`src/rtl/ser_ctl_pkg.sv`:
```
package ser_ctl_pkg;
  localparam int ADDR_W  = 2;
  localparam int DATA_W  = 8;
  localparam int FRAME_W = ADDR_W + DATA_W;

  typedef enum logic [ADDR_W-1:0] {
    ADR_CTL1 = 2'b00,
    ADR_VRX  = 2'b01,
    ADR_VTX  = 2'b10,
    ADR_CTL2 = 2'b11
  } reg_addr_e;

  typedef struct packed {
    logic       frm_sel;
    logic [1:0] pwr_mode;
    logic       fdet_off;
    logic       scr_byp;
    logic       mod_off;
    logic       tx_sel;
    logic       rx_sel;
  } ctl1_t;

  typedef struct packed {
    logic cmpd_en;
    logic emph_en;
    logic pat_sel;
    logic car_sel;
  } ctl2_t;

  localparam ctl1_t      CTL1_RST = 8'b1110_1100;
  localparam ctl2_t      CTL2_RST = 4'b1101;
  localparam logic [3:0] VOL4_RST = 4'b1000;
  localparam logic [2:0] VOL3_RST = 3'b100;
endpackage

```
`src/rtl/ser_sync.sv`:
```
module ser_sync #(
  parameter int          N       = 1,
  parameter int          STAGES  = 2,
  parameter logic [N-1:0] RST_VAL = '0
) (
  input  logic         clk,
  input  logic         rst_n,
  input  logic [N-1:0] async_i,
  output logic [N-1:0] lvl_o
);
  for (genvar b = 0; b < N; b++) begin : g_bit
    logic [STAGES-1:0] chain_q;
    always_ff @(posedge clk or negedge rst_n) begin
      if (!rst_n) chain_q <= {STAGES{RST_VAL[b]}};
      else        chain_q <= {chain_q[STAGES-2:0], async_i[b]};
    end
    assign lvl_o[b] = chain_q[STAGES-1];
  end
endmodule

```
`src/rtl/ser_wr_shift.sv`:
```
module ser_wr_shift #(
  parameter int FRAME_W = 10
) (
  input  logic               clk,
  input  logic               rst_n,
  input  logic               clr_i,
  input  logic               shift_i,
  input  logic               din_i,
  output logic [FRAME_W-1:0] frame_o,
  output logic               full_o
);
  localparam int CNT_W = $clog2(FRAME_W + 1);
  localparam logic [CNT_W-1:0] CNT_MAX = CNT_W'(FRAME_W);

  logic [FRAME_W-1:0] sr_q, sr_d;
  logic [CNT_W-1:0]   cnt_q, cnt_d;

  always_comb begin
    sr_d  = sr_q;
    cnt_d = cnt_q;
    if (clr_i) begin
      cnt_d = '0;
    end else if (shift_i) begin
      sr_d = {sr_q[FRAME_W-2:0], din_i};
      if (cnt_q != CNT_MAX) cnt_d = cnt_q + 1'b1;
    end
  end

  always_ff @(posedge clk or negedge rst_n) begin
    if (!rst_n) begin
      sr_q  <= '0;
      cnt_q <= '0;
    end else begin
      sr_q  <= sr_d;
      cnt_q <= cnt_d;
    end
  end

  assign frame_o = sr_q;
  assign full_o  = (cnt_q == CNT_MAX);


  cnt_bound_chk: assert property (@(posedge clk) disable iff (!rst_n)
    cnt_q <= CNT_MAX);
endmodule

```
`src/rtl/ser_rd_shift.sv`:
```
module ser_rd_shift #(
  parameter int W = 8
) (
  input  logic         clk,
  input  logic         rst_n,
  input  logic         wr_mode_i,
  input  logic         step_i,
  input  logic [W-1:0] byte_i,
  output logic         bit_o
);
  localparam int CNT_W = $clog2(W);
  localparam logic [CNT_W-1:0] LAST = CNT_W'(W - 1);

  logic [W-1:0]     sr_q, sr_d;
  logic [CNT_W-1:0] cnt_q, cnt_d;

  always_comb begin
    sr_d  = sr_q;
    cnt_d = cnt_q;
    if (wr_mode_i) begin
      cnt_d = '0;
      sr_d  = byte_i;
    end else if (step_i) begin
      if (cnt_q == LAST) begin
        cnt_d = '0;
        sr_d  = byte_i;
      end else begin
        cnt_d = cnt_q + 1'b1;
        sr_d  = {sr_q[W-2:0], 1'b0};
      end
    end else if (cnt_q == '0) begin
      sr_d = byte_i;
    end
  end

  always_ff @(posedge clk or negedge rst_n) begin
    if (!rst_n) begin
      sr_q  <= '0;
      cnt_q <= '0;
    end else begin
      sr_q  <= sr_d;
      cnt_q <= cnt_d;
    end
  end

  assign bit_o = sr_q[W-1];


  rd_hold_chk: assert property (@(posedge clk) disable iff (!rst_n)
    (!wr_mode_i && !step_i && cnt_q != '0) |=> $stable(sr_q));
endmodule

```
`src/rtl/ser_regs.sv`:
```
module ser_regs
  import ser_ctl_pkg::*;
(
  input  logic              clk,
  input  logic              rst_n,
  input  logic              commit_i,
  input  logic [ADDR_W-1:0] addr_i,
  input  logic [DATA_W-1:0] data_i,
  output ctl1_t             ctl1_o,
  output ctl2_t             ctl2_o,
  output logic [3:0]        vol_rxd_o,
  output logic [3:0]        vol_txi_o,
  output logic [3:0]        vol_mod_o,
  output logic              rcv_sw_o,
  output logic [2:0]        vol_rxv_o,
  output logic              test_o
);
  ctl1_t      ctl1_q, ctl1_d;
  ctl2_t      ctl2_q, ctl2_d;
  logic [3:0] vrd_q, vrd_d, vti_q, vti_d, vmo_q, vmo_d;
  logic       rsw_q, rsw_d, tm_q, tm_d;
  logic [2:0] vrv_q, vrv_d;

  always_comb begin
    ctl1_d = ctl1_q;
    ctl2_d = ctl2_q;
    vrd_d  = vrd_q;
    vti_d  = vti_q;
    vmo_d  = vmo_q;
    rsw_d  = rsw_q;
    vrv_d  = vrv_q;
    tm_d   = tm_q;
    if (commit_i) begin
      unique case (reg_addr_e'(addr_i))
        ADR_CTL1: ctl1_d = ctl1_t'(data_i);
        ADR_VRX: begin
          if (&data_i[7:4]) begin
            rsw_d = data_i[3];
            vrv_d = data_i[2:0];
            tm_d  = 1'b0;
          end else begin
            tm_d  = 1'b1;
          end
        end
        ADR_VTX: begin
          vti_d = data_i[7:4];
          vmo_d = data_i[3:0];
        end
        ADR_CTL2: begin
          ctl2_d = ctl2_t'(data_i[7:4]);
          vrd_d  = data_i[3:0];
        end
        default: ;
      endcase
    end
  end

  always_ff @(posedge clk or negedge rst_n) begin
    if (!rst_n) begin
      ctl1_q <= CTL1_RST;
      ctl2_q <= CTL2_RST;
      vrd_q  <= VOL4_RST;
      vti_q  <= VOL4_RST;
      vmo_q  <= VOL4_RST;
      rsw_q  <= 1'b0;
      vrv_q  <= VOL3_RST;
      tm_q   <= 1'b0;
    end else begin
      ctl1_q <= ctl1_d;
      ctl2_q <= ctl2_d;
      vrd_q  <= vrd_d;
      vti_q  <= vti_d;
      vmo_q  <= vmo_d;
      rsw_q  <= rsw_d;
      vrv_q  <= vrv_d;
      tm_q   <= tm_d;
    end
  end

  assign ctl1_o    = ctl1_q;
  assign ctl2_o    = ctl2_q;
  assign vol_rxd_o = vrd_q;
  assign vol_txi_o = vti_q;
  assign vol_mod_o = vmo_q;
  assign rcv_sw_o  = rsw_q;
  assign vol_rxv_o = vrv_q;
  assign test_o    = tm_q;


  test_set_chk: assert property (@(posedge clk) disable iff (!rst_n)
    (commit_i && addr_i == 2'b01 && !(&data_i[7:4]))
      |=> (tm_q && $stable(rsw_q) && $stable(vrv_q)));


  test_clr_chk: assert property (@(posedge clk) disable iff (!rst_n)
    (commit_i && addr_i == 2'b01 && (&data_i[7:4])) |=> !tm_q);
endmodule

```
`src/rtl/ser_ctl_regs.sv`:
```
module ser_ctl_regs
  import ser_ctl_pkg::*;
#(
  parameter int SYNC_STAGES = 2
) (
  input  logic       clk,
  input  logic       rst_n,
  input  logic       sclk_i,
  input  logic       strb_i,
  input  logic       sdio_i,
  output logic       sdio_o,
  output logic       sdio_oe_o,
  input  logic [7:0] rx_byte_i,
  output logic       frm_sel_o,
  output logic [1:0] pwr_mode_o,
  output logic       fdet_off_o,
  output logic       scr_byp_o,
  output logic       mod_off_o,
  output logic       tx_sel_o,
  output logic       rx_sel_o,
  output logic       cmpd_en_o,
  output logic       emph_en_o,
  output logic       pat_sel_o,
  output logic       car_sel_o,
  output logic [3:0] vol_rxd_o,
  output logic [3:0] vol_txi_o,
  output logic [3:0] vol_mod_o,
  output logic       rcv_sw_o,
  output logic [2:0] vol_rxv_o,
  output logic       test_mode_o
);
  logic [2:0]         s_lvl;
  logic               sclk_s, strb_s, din_s;
  logic               sclk_prev_q, strb_prev_q;
  logic               sclk_rise, strb_rise, strb_fall;
  logic [FRAME_W-1:0] frame;
  logic               frame_full, commit;
  ctl1_t              ctl1;
  ctl2_t              ctl2;

  ser_sync #(.N(3), .STAGES(SYNC_STAGES), .RST_VAL(3'b010)) u_sync (
    .clk     (clk),
    .rst_n   (rst_n),
    .async_i ({sdio_i, strb_i, sclk_i}),
    .lvl_o   (s_lvl)
  );
  assign sclk_s = s_lvl[0];
  assign strb_s = s_lvl[1];
  assign din_s  = s_lvl[2];

  always_ff @(posedge clk or negedge rst_n) begin
    if (!rst_n) begin
      sclk_prev_q <= 1'b0;
      strb_prev_q <= 1'b1;
    end else begin
      sclk_prev_q <= sclk_s;
      strb_prev_q <= strb_s;
    end
  end

  assign sclk_rise = sclk_s & ~sclk_prev_q;
  assign strb_rise = strb_s & ~strb_prev_q;
  assign strb_fall = ~strb_s & strb_prev_q;
  assign commit    = strb_fall & frame_full;

  ser_wr_shift #(.FRAME_W(FRAME_W)) u_wr (
    .clk     (clk),
    .rst_n   (rst_n),
    .clr_i   (strb_rise),
    .shift_i (sclk_rise & strb_s),
    .din_i   (din_s),
    .frame_o (frame),
    .full_o  (frame_full)
  );

  ser_regs u_regs (
    .clk       (clk),
    .rst_n     (rst_n),
    .commit_i  (commit),
    .addr_i    (frame[FRAME_W-1 -: ADDR_W]),
    .data_i    (frame[DATA_W-1:0]),
    .ctl1_o    (ctl1),
    .ctl2_o    (ctl2),
    .vol_rxd_o (vol_rxd_o),
    .vol_txi_o (vol_txi_o),
    .vol_mod_o (vol_mod_o),
    .rcv_sw_o  (rcv_sw_o),
    .vol_rxv_o (vol_rxv_o),
    .test_o    (test_mode_o)
  );

  ser_rd_shift #(.W(DATA_W)) u_rd (
    .clk       (clk),
    .rst_n     (rst_n),
    .wr_mode_i (strb_s),
    .step_i    (sclk_rise),
    .byte_i    (rx_byte_i),
    .bit_o     (sdio_o)
  );

  assign sdio_oe_o  = ~strb_s;
  assign frm_sel_o  = ctl1.frm_sel;
  assign pwr_mode_o = ctl1.pwr_mode;
  assign fdet_off_o = ctl1.fdet_off;
  assign scr_byp_o  = ctl1.scr_byp;
  assign mod_off_o  = ctl1.mod_off;
  assign tx_sel_o   = ctl1.tx_sel;
  assign rx_sel_o   = ctl1.rx_sel;
  assign cmpd_en_o  = ctl2.cmpd_en;
  assign emph_en_o  = ctl2.emph_en;
  assign pat_sel_o  = ctl2.pat_sel;
  assign car_sel_o  = ctl2.car_sel;


  hold_no_strobe_chk: assert property (@(posedge clk) disable iff (!rst_n)
    !strb_fall |=> ($stable(ctl1) && $stable(ctl2) && $stable(vol_txi_o)
                    && $stable(vol_mod_o) && $stable(vol_rxd_o)
                    && $stable(vol_rxv_o) && $stable(rcv_sw_o)));


  short_frame_chk: assert property (@(posedge clk) disable iff (!rst_n)
    (strb_fall && !frame_full) |=> ($stable(ctl1) && $stable(ctl2)
                    && $stable(vol_txi_o) && $stable(vol_mod_o)
                    && $stable(test_mode_o)));


  pin_release_chk: assert property (@(posedge clk) disable iff (!rst_n)
    strb_s |-> !sdio_oe_o);
endmodule

```
`config.mk`:
```
export PLATFORM = sky130hd
export DESIGN_NAME = ser_ctl_regs
export DESIGN_NICKNAME = d
export VERILOG_FILES = /design/src/rtl/ser_ctl_pkg.sv /design/src/rtl/ser_sync.sv /design/src/rtl/ser_wr_shift.sv /design/src/rtl/ser_rd_shift.sv /design/src/rtl/ser_regs.sv /design/src/rtl/ser_ctl_regs.sv
export SDC_FILE = /design/constraint.sdc
export NUM_CORES = 1
export LEC_CHECK = 0
export BUFFER_PORTS_ARGS = -buffer_cell sky130_fd_sc_hd__buf_2
export CAP_MARGIN = 20
export CORE_MARGIN = 5
export CORE_UTILIZATION = 49
export CTS_CLUSTER_DIAMETER = 50
export CTS_CLUSTER_SIZE = 25
export DETAILED_ROUTE_END_ITERATION = 6
export GPL_TIMING_DRIVEN = 0
export PLACE_DENSITY = 0.71
export SLEW_MARGIN = 20
export SYNTH_ARGS = -nofsm -noshare
export SYNTH_HDL_FRONTEND = slang
export SYNTH_SLANG_ARGS = --single-unit
```
`constraint.sdc`:
```
create_clock -name clk -period 3.99 [get_ports clk]
set_clock_uncertainty 0.05 [all_clocks]
set_input_delay 0.399 -clock clk [delete_from_list [all_inputs] [get_ports clk]]
set_output_delay 0.399 -clock clk [all_outputs]
set_load 0.1 [all_outputs]
```
==> results.md, run 1 <==
* Outcome: completed
* Post-Synth Adder-Cell Area at about 2.4%
* RSZ-0062 raised after global routing: false
* Setup WS post-layout at about 1.6 ns
* Num rows at 26
* Clock latency on the worst-skew pair at around 0.33 ns
* Flop and latch count out of synthesis at 62
* CP required at ~4.2 ns
* Worst-Margin Slew at around 0.8 ns
* Fin crit share at between 60% and 70%
* Worst reg-to-reg setup slack at around 1.6 ns
* Yosys top cell by area: dfrtp_1
* Setup crit start: u_rd.cnt_q[0]
* Initial antenna violation count at 0
* Hold Fails Final Rpt at 0
* Die width at around 83 um
* Slowest-stage cell, CP: nor4b_2
* Register area share after synthesis at approximately 59%
* Die Span Y at between 80 and 90 um
* Synth top area cells: dfrtp_1 44%, mux2_2 19%, dfstp_2 15%
* CP delay by family, top: simple AND/OR/NAND/NOR gates
* Synth top area share at 44.47%
* Final nets at around 250
* Peak supply drop at between 0.2 and 0.3 mV
* Leakage power at 1.596 nW
* Mapped Nets at 192
* Remaining DRCs at 0
* Number of synthesized flops with an enable pin at 0
* MaxCap Viol Count at 0
* Largest family of logic cells by synthesized area: multiplexers
* Syn avg cell area at 15.20 um2
* Top-count cell post-synth: dfrtp_1
* Mux cell area share after synthesis at 25.21%
* Crit path time final at about 2.4 ns
* Max_slew headroom at between 40% and 50%
* Power Density at about 450 mW/mm2
* Total setup buffers inserted after CTS at 0
* First-iteration detailed-routing DRC count at 77
* Crit path max fanout at 8
* Setup TNS at 0 ns
* Mapped Cells at 174
* Die area at roughly 0.0070 mm2
* Drt total wl at approximately 4.7 mm
* Top post-synthesis cells by count: 47 x dfrtp_1, 45 x mux2_2, 15 x dfstp_2
* Area Overhead vs Synth at 20.34%
* Share of cells above drive strength 1 at slightly below 60%
* Num ports at 44
* HPWL after DPL at a little over 3 mm
* Pins Over Slew Limit at 0
* Type of origin of the critical path: register
* Critical-path cell list: ha_1, ha_1, nor4b_2, mux2_2, mux2_2
* Compound-cell area share of the yosys netlist at under 10%
* Crit. End Element: register
* Post_cts resized at 0
* Netlist cell types at 32
* CTS tree: yes
* Synth Area in Simple Gates at between 8 and 9%
* Crit Reg-Reg Startpoint: u_rd.cnt_q[0]
* Initial core utilization at 51.14%
* Ys Warns at 0
* Top_reg_cell synth: dfrtp_1
* Remaining Overflow, GRT at 0
* Wire per inst at 15.56 um
* Placer congestion estimate at 0.7615
* Pre-CTS WS at between 1.5 and 2 ns
* Final setup viols at 0
* Mapped cell area at ~0.0026 mm2
* Clock sinks at between 60 and 70
* Crit path kind: register to register
* Worst path bufs/invs at 0
* Number of global-route vias before repair at 1,680
* Total core area at 0.005172 mm2
* First-pass GRT wire length at 8.335 mm
* XOR/XNOR Fraction of Synth Area at 0%
* Port bufs at 43
* FMAX at slightly above 0.4 GHz
* Total Routing Usage GR at between 15 and 20%
* Fillers at just under 400
* Async set-reset flop share out of synthesis at 100.0%
* CTS buffer count at 9
* Crit path largest cell delay at roughly 0.76 ns
* Vias at roughly 1,500
* CTS Root Cell: clkbuf_8
* Routed Antenna Nets at 0
* HP Class: input port to async pin
* # diodes at 0
* Via/cell ratio at ~5.1
* Drt pass-1 iters at 4
* Clock input transition at the sequential cells of the worst setup and hold paths at 0.07 ns
* Largest net degree at the start of global routing at 63
* Cts hold-fix bufs at 0
* # H-tree levels at 3
* WP data arrival at 2.60 ns
* Max Root-Sink Buffers at 2
==> worst register-to-register path: stages (launching register included) <==
cell and delay [ns]:
dfrtp_1 0.41, ha_1 0.21, ha_1 0.22, nor4b_2 0.76, mux2_2 0.41, mux2_2 0.27
==> worst paths after layout <==
kind / to / depth (start not counted)
max in group asynchronous: u_sync.g_bit[2].chain_q[1] / 1
min in group clk: u_sync.g_bit[2].chain_q[0] / 1
hold / removal: u_wr.cnt_q[2] / 1
hold reg to reg: u_sync.g_bit[0].chain_q[1] / 0
setup reg to reg: u_rd.sr_q[5] / 5
setup / recovery: u_rd.sr_q[5] / 5
==> cell usage in the layout, fill, tap and decap left out, types with 5 or more instances in the layout <==
master / instances
clkbuf_8: 11
dfrtp_1: 47
inv_1: 7
nand2_1: 6
nand4_1: 5
dfstp_2: 15
ha_1: 5
mux2_4: 8
buf_2: 42
mux2_2: 45
==> cell type report <==
type                       count  area [um2]  area share [%]
clock inverter                 5       81.33           2.555
tap                           70       87.58           2.752
multi-input combinational    100        1021           32.08
clock buffer                  11       151.4           4.756
buffer                         5       27.53          0.8648
timing repair buffer          43       217.7           6.840
sequential                    62        1570           49.33
inverter                       7       26.28          0.8255
==> sequential cells by signal (all words and copies together) (netlist names) <==
signal	flops
u_sync.g_bit.chain_q	6
u_regs.test_o	1
u_regs.vol_rxv_o	3
u_regs.rcv_sw_o	1
u_regs.vol_rxd_o	4
sclk_prev_q	1
u_wr.frame_o	10
strb_prev_q	1
u_rd.cnt_q	3
u_regs.ctl1_o	8
u_wr.cnt_q	4
u_regs.ctl2_o	4
u_regs.vol_txi_o	4
u_rd.sr_q	8
u_regs.vol_mod_o	4
==> power by group <==
part | switching [mW] | internal [mW] | total [mW] | leakage [nW]
clock network | 0.243 | 0.386 | 0.629 | 0.116
logic | 0.0502 | 0.0454 | 0.0956 | 0.707
registers | 0.0378 | 0.664 | 0.702 | 0.773
==> metrics by stage <==
stage	hold WS [ns]	cells	util (%)	power, mW	cell area [um2]
2_1_floorplan	0.05341	174	-	0.7704	2645
3_3_place_gp	0.2816	287	56.99	0.8071	2948
3_5_place_dp	0.2855	287	57.04	0.8104	2950
4_1_cts	0.09585	303	61.54	1.446	3183
5_1_grt	0.08933	303	61.54	1.493	3183
6_report	0.07216	303	61.54	1.426	3183
==> metal layers <==
layer / vias to the layer above / GRT usage [%] / part of all wire, %
met2: 43 / 23.25 / 47
met4: 0 / 7.018 / 1.9
met5: - / 0 / 0
met1: 754 / 18.80 / 44
met3: 9 / 6.910 / 6.1
li1: 731 / - / -
==> kinds of logic (layout without fill, tap and decap cells) <==
group                      after synthesis  in the layout
adders and majority gates                5              5
AOI/OAI and AO/OA                        7              7
buffers and inverters                   12             71
and+or+nand+nor                         31             31
muxes                                   57             57
DFF                                     62             62
Note: power is estimated with default switching activity, not from simulation.
==> inputs of run 2 (changes only) <==
Settings changed: ABC_AREA from default to 1, PLACE_DENSITY 0.71 to 0.74.
Clock period 3.99 ns to 1.99 ns, I/O delays scaled along.
==> run 2 against run 1 <==
Final cell count up 36%. Clock power up 48%. Combinational power up 130%. Die area down 0.79%. Routed wire length up 11%. Sequential power up 94%. Power up 76%. Critical endpoint is now sdio_oe_o.
==> results.md, run 2 <==
* RSZ-0062 raised after global routing: false
* Yosys top cell by area: dfrtp_1
* Hold Fails Final Rpt at 0 (unchanged)
* Clock sinks at 62 (unchanged)
* Total Routing Usage GR at 17.03% (+1.7 points)
* Pre-CTS WS at 0.4255 ns (-1.119 ns)
* Port bufs at 43 (unchanged)
* Clock latency on the worst-skew pair at 0.34 ns (about the same)
* Mapped Nets at 298 (+55%)
* Fillers at 465 (+17%)
* Peak supply drop at 0.4995 mV (+90%)
* HP Class: input port to register
* Crit path kind: register to output pin
* Area Overhead vs Synth at 19.52%
* Via/cell ratio at 4.814 (-5.1%)
* Total core area at 0.005140 mm2 (-0.63%)
* Cts hold-fix bufs at 4 (+4)
* Finished Core Util at 60.95% (-0.58 points)
* Wire per inst at 12.68 um (-19%)
* Top post-synthesis cells by count: 80 x nand2_1, 47 x dfrtp_1, 34 x inv_1
* Number of synthesized flops with an enable pin at 0 (unchanged)
* Grt met1 use at 20.22% (+1.4 points)
* Crit path time final at ~1.7 ns
* First-pass GRT wire length at 9.349 mm (+12%)
* Met2 Use GR at 27.84% (+4.6 points)
* Most frequent cells in the layout: 80 x nand2_1, 47 x dfrtp_1, 44 x buf_2
* First-iteration detailed-routing DRC count at 71 (-7.8%)
* Drt total wl at 5.235 mm (+11%)
* WP data arrival at 1.49 ns (-1.11 ns)
* Top_reg_cell synth: dfrtp_1
* Mapped cell area at 0.002621 mm2 (-0.90%)
* Busiest grt layer: met2
* Slowest-stage cell, CP: buf_2
* CTS tree: yes
* Final setup viols at 0 (unchanged)
* Placer congestion estimate at 0.7934 (+4.2%)
* Die Span Y at 83.14 um (-0.40%)
* Worst-Margin Slew at 0.7547 ns (-0.06642 ns)
* Outcome: completed
* Remaining DRCs at 0 (unchanged)
* FMAX at 0.5740 GHz
* Setup TNS at 0 ns (unchanged)
* Syn avg cell area at 9.362 um2 (-38%)
* CP delay by family, top: buffers and inverters
* Initial antenna violation count at 0 (unchanged)
* Most common cell after layout, fill and taps aside: nand2_1
* Top-count cell post-synth: nand2_1
* Num ports at 44 (unchanged)
* Vias at 1,988 (+29%)
* Final nets at 356 (+45%)
* Max_slew headroom at 49.69% (+4.7 points)
* Crit path largest cell delay at 0.46 ns (-0.30 ns)
* Worst path bufs/invs at 3 (+3)
* Synth top area share at 44.87% (+0.40 points)
* HPWL after DPL at 3.593 mm (+17%)
* Max Root-Sink Buffers at 2 (unchanged)
* Pins Over Slew Limit at 0 (unchanged)
* Ys Warns at 0 (unchanged)
* Largest net degree at the start of global routing at 63 (unchanged)
* Register area share after synthesis at 59.90% (+0.54 points)
* Post_cts resized at 0 (unchanged)
* Fin crit share at ~90%
* Flop and latch count out of synthesis at 62 (unchanged)
* Share of cells above drive strength 1 at 25.95% (-34 points)
* Drt pass-1 iters at 4 (unchanged)
* Die area at 0.006912 mm2 (-0.79%)
* Die width at 83.14 um (-0.40%)
* Largest register FFs at 10 (unchanged)
* Most numerous cell on the critical path: buf_2
* CTS buffer count at 9 (unchanged)
* Netlist cell types at 24 (-25%)
* Synth top area cells: dfrtp_1 45%, dfstp_2 15%, nand2_1 11%
* Initial core utilization at 51.00% (-0.14 points)
* # diodes at 0 (unchanged)
* Number of global-route vias before repair at 2,021 (+20%)
* Crit path max fanout at 10 (+2)
* Async set-reset flop share out of synthesis at 100.0% (unchanged)
* Type of origin of the critical path: register
* Routed Antenna Nets at 0 (unchanged)
* Crit. End Element: output pin
* Leakage power at 1.644 nW (+3.0%)
* Power Density at 802.2 mW/mm2 (+79%)
* Num rows at 26 (unchanged)
* Mapped Cells at 280 (+61%)
* MaxCap Viol Count at 0 (unchanged)
* CTS Root Cell: clkbuf_8
* CP required at 1.74 ns (-2.42 ns)
* # H-tree levels at 3 (unchanged)
* Remaining Overflow, GRT at 0 (unchanged)
* Clock input transition at the sequential cells of the worst setup and hold paths at 0.06 ns (about the same)
* Total setup buffers inserted after CTS at 0 (unchanged)
* Critical-path cell list: inv_2, buf_2, buf_2
* Grt met3 use at 6.238% (-0.67 points)
* Setup WS post-layout at 0.2478 ns (-1.310 ns)
## run 2: cell count changes after synthesis, sizes merged, moves of 11 or more
cell	change
nand2	+79
mux2	-53
o21ai	+37
inv	+29
nand3	+16
nor2	+11
## run 2: kinds of logic after synthesis
group | share of synthesized area [%]
compound gates | 7.494
xor+xnor | 0.3342
fa+ha+maj | 2.387
buf+inv | 7.255
flops | 59.90
simple gates | 22.63
## run 2: worst register-to-register path, stage by stage (launching register included)
cell	delay, ns
dfrtp_1	0.40
ha_1	0.22
ha_1	0.18
clkinv_1	0.15
nand3_2	0.23
nand2_1	0.14
nand3_1	0.07
nand2_1	0.06
## run 2: final timing paths
check                                      startpoint  cells after the start  slack, ns                    endpoint
setup / recovery           u_sync.g_bit[1].chain_q[1]                      3       0.25                   sdio_oe_o
setup reg to reg                        u_rd.cnt_q[0]                      7       0.43                u_rd.sr_q[2]
hold reg to reg            u_sync.g_bit[0].chain_q[0]                      0       0.30  u_sync.g_bit[0].chain_q[1]
max in group asynchronous                       rst_n                      2       0.97                u_rd.sr_q[0]
min in group asynchronous                       rst_n                      2       0.40                u_rd.sr_q[7]
hold / removal                           rx_byte_i[0]                      3       0.04                u_rd.sr_q[0]
## run 2: through the flow
| stage | instance area (um2) | instances | hold WS [ns] | power (mW) |
|---|---|---|---|---|
| floorplan | 2621 | 280 | -0.1466 | 1.509 |
| global placement | 2924 | 393 | 0.2557 | 1.591 |
| detailed placement | 2927 | 393 | 0.2595 | 1.600 |
| CTS | 3133 | 413 | 0.02586 | 2.549 |
| global route | 3133 | 413 | 0.04304 | 2.651 |
| finish | 3133 | 413 | 0.03677 | 2.513 |
## run 2: layout make-up
cell class              count  area (um2)  share of cell area, %
plain buffers               7       51.30                  1.637
clock buffers              10       127.6                  4.073
clock inverters             6       38.79                  1.238
inverters                  37       138.9                  4.433
multi-input cells         174       860.8                  27.48
flip-flops and latches     62        1570                  50.12
well taps                  70       87.58                  2.796
repair buffers             47       257.7                  8.227
## run 2: where the power goes
part           total [mW]  internal [mW]  leakage (nW)  switching, mW
Clock               0.933          0.446        0.0820          0.487
Sequential           1.36           1.32         0.774         0.0405
Combinational       0.216         0.0584         0.788          0.158
## run 2: routing by layer
metal	wire length [um]	vias to the layer above
met5	0	-
met4	91	0
met3	269	10
met2	2488	40
met1	2385	930
li1	-	1008
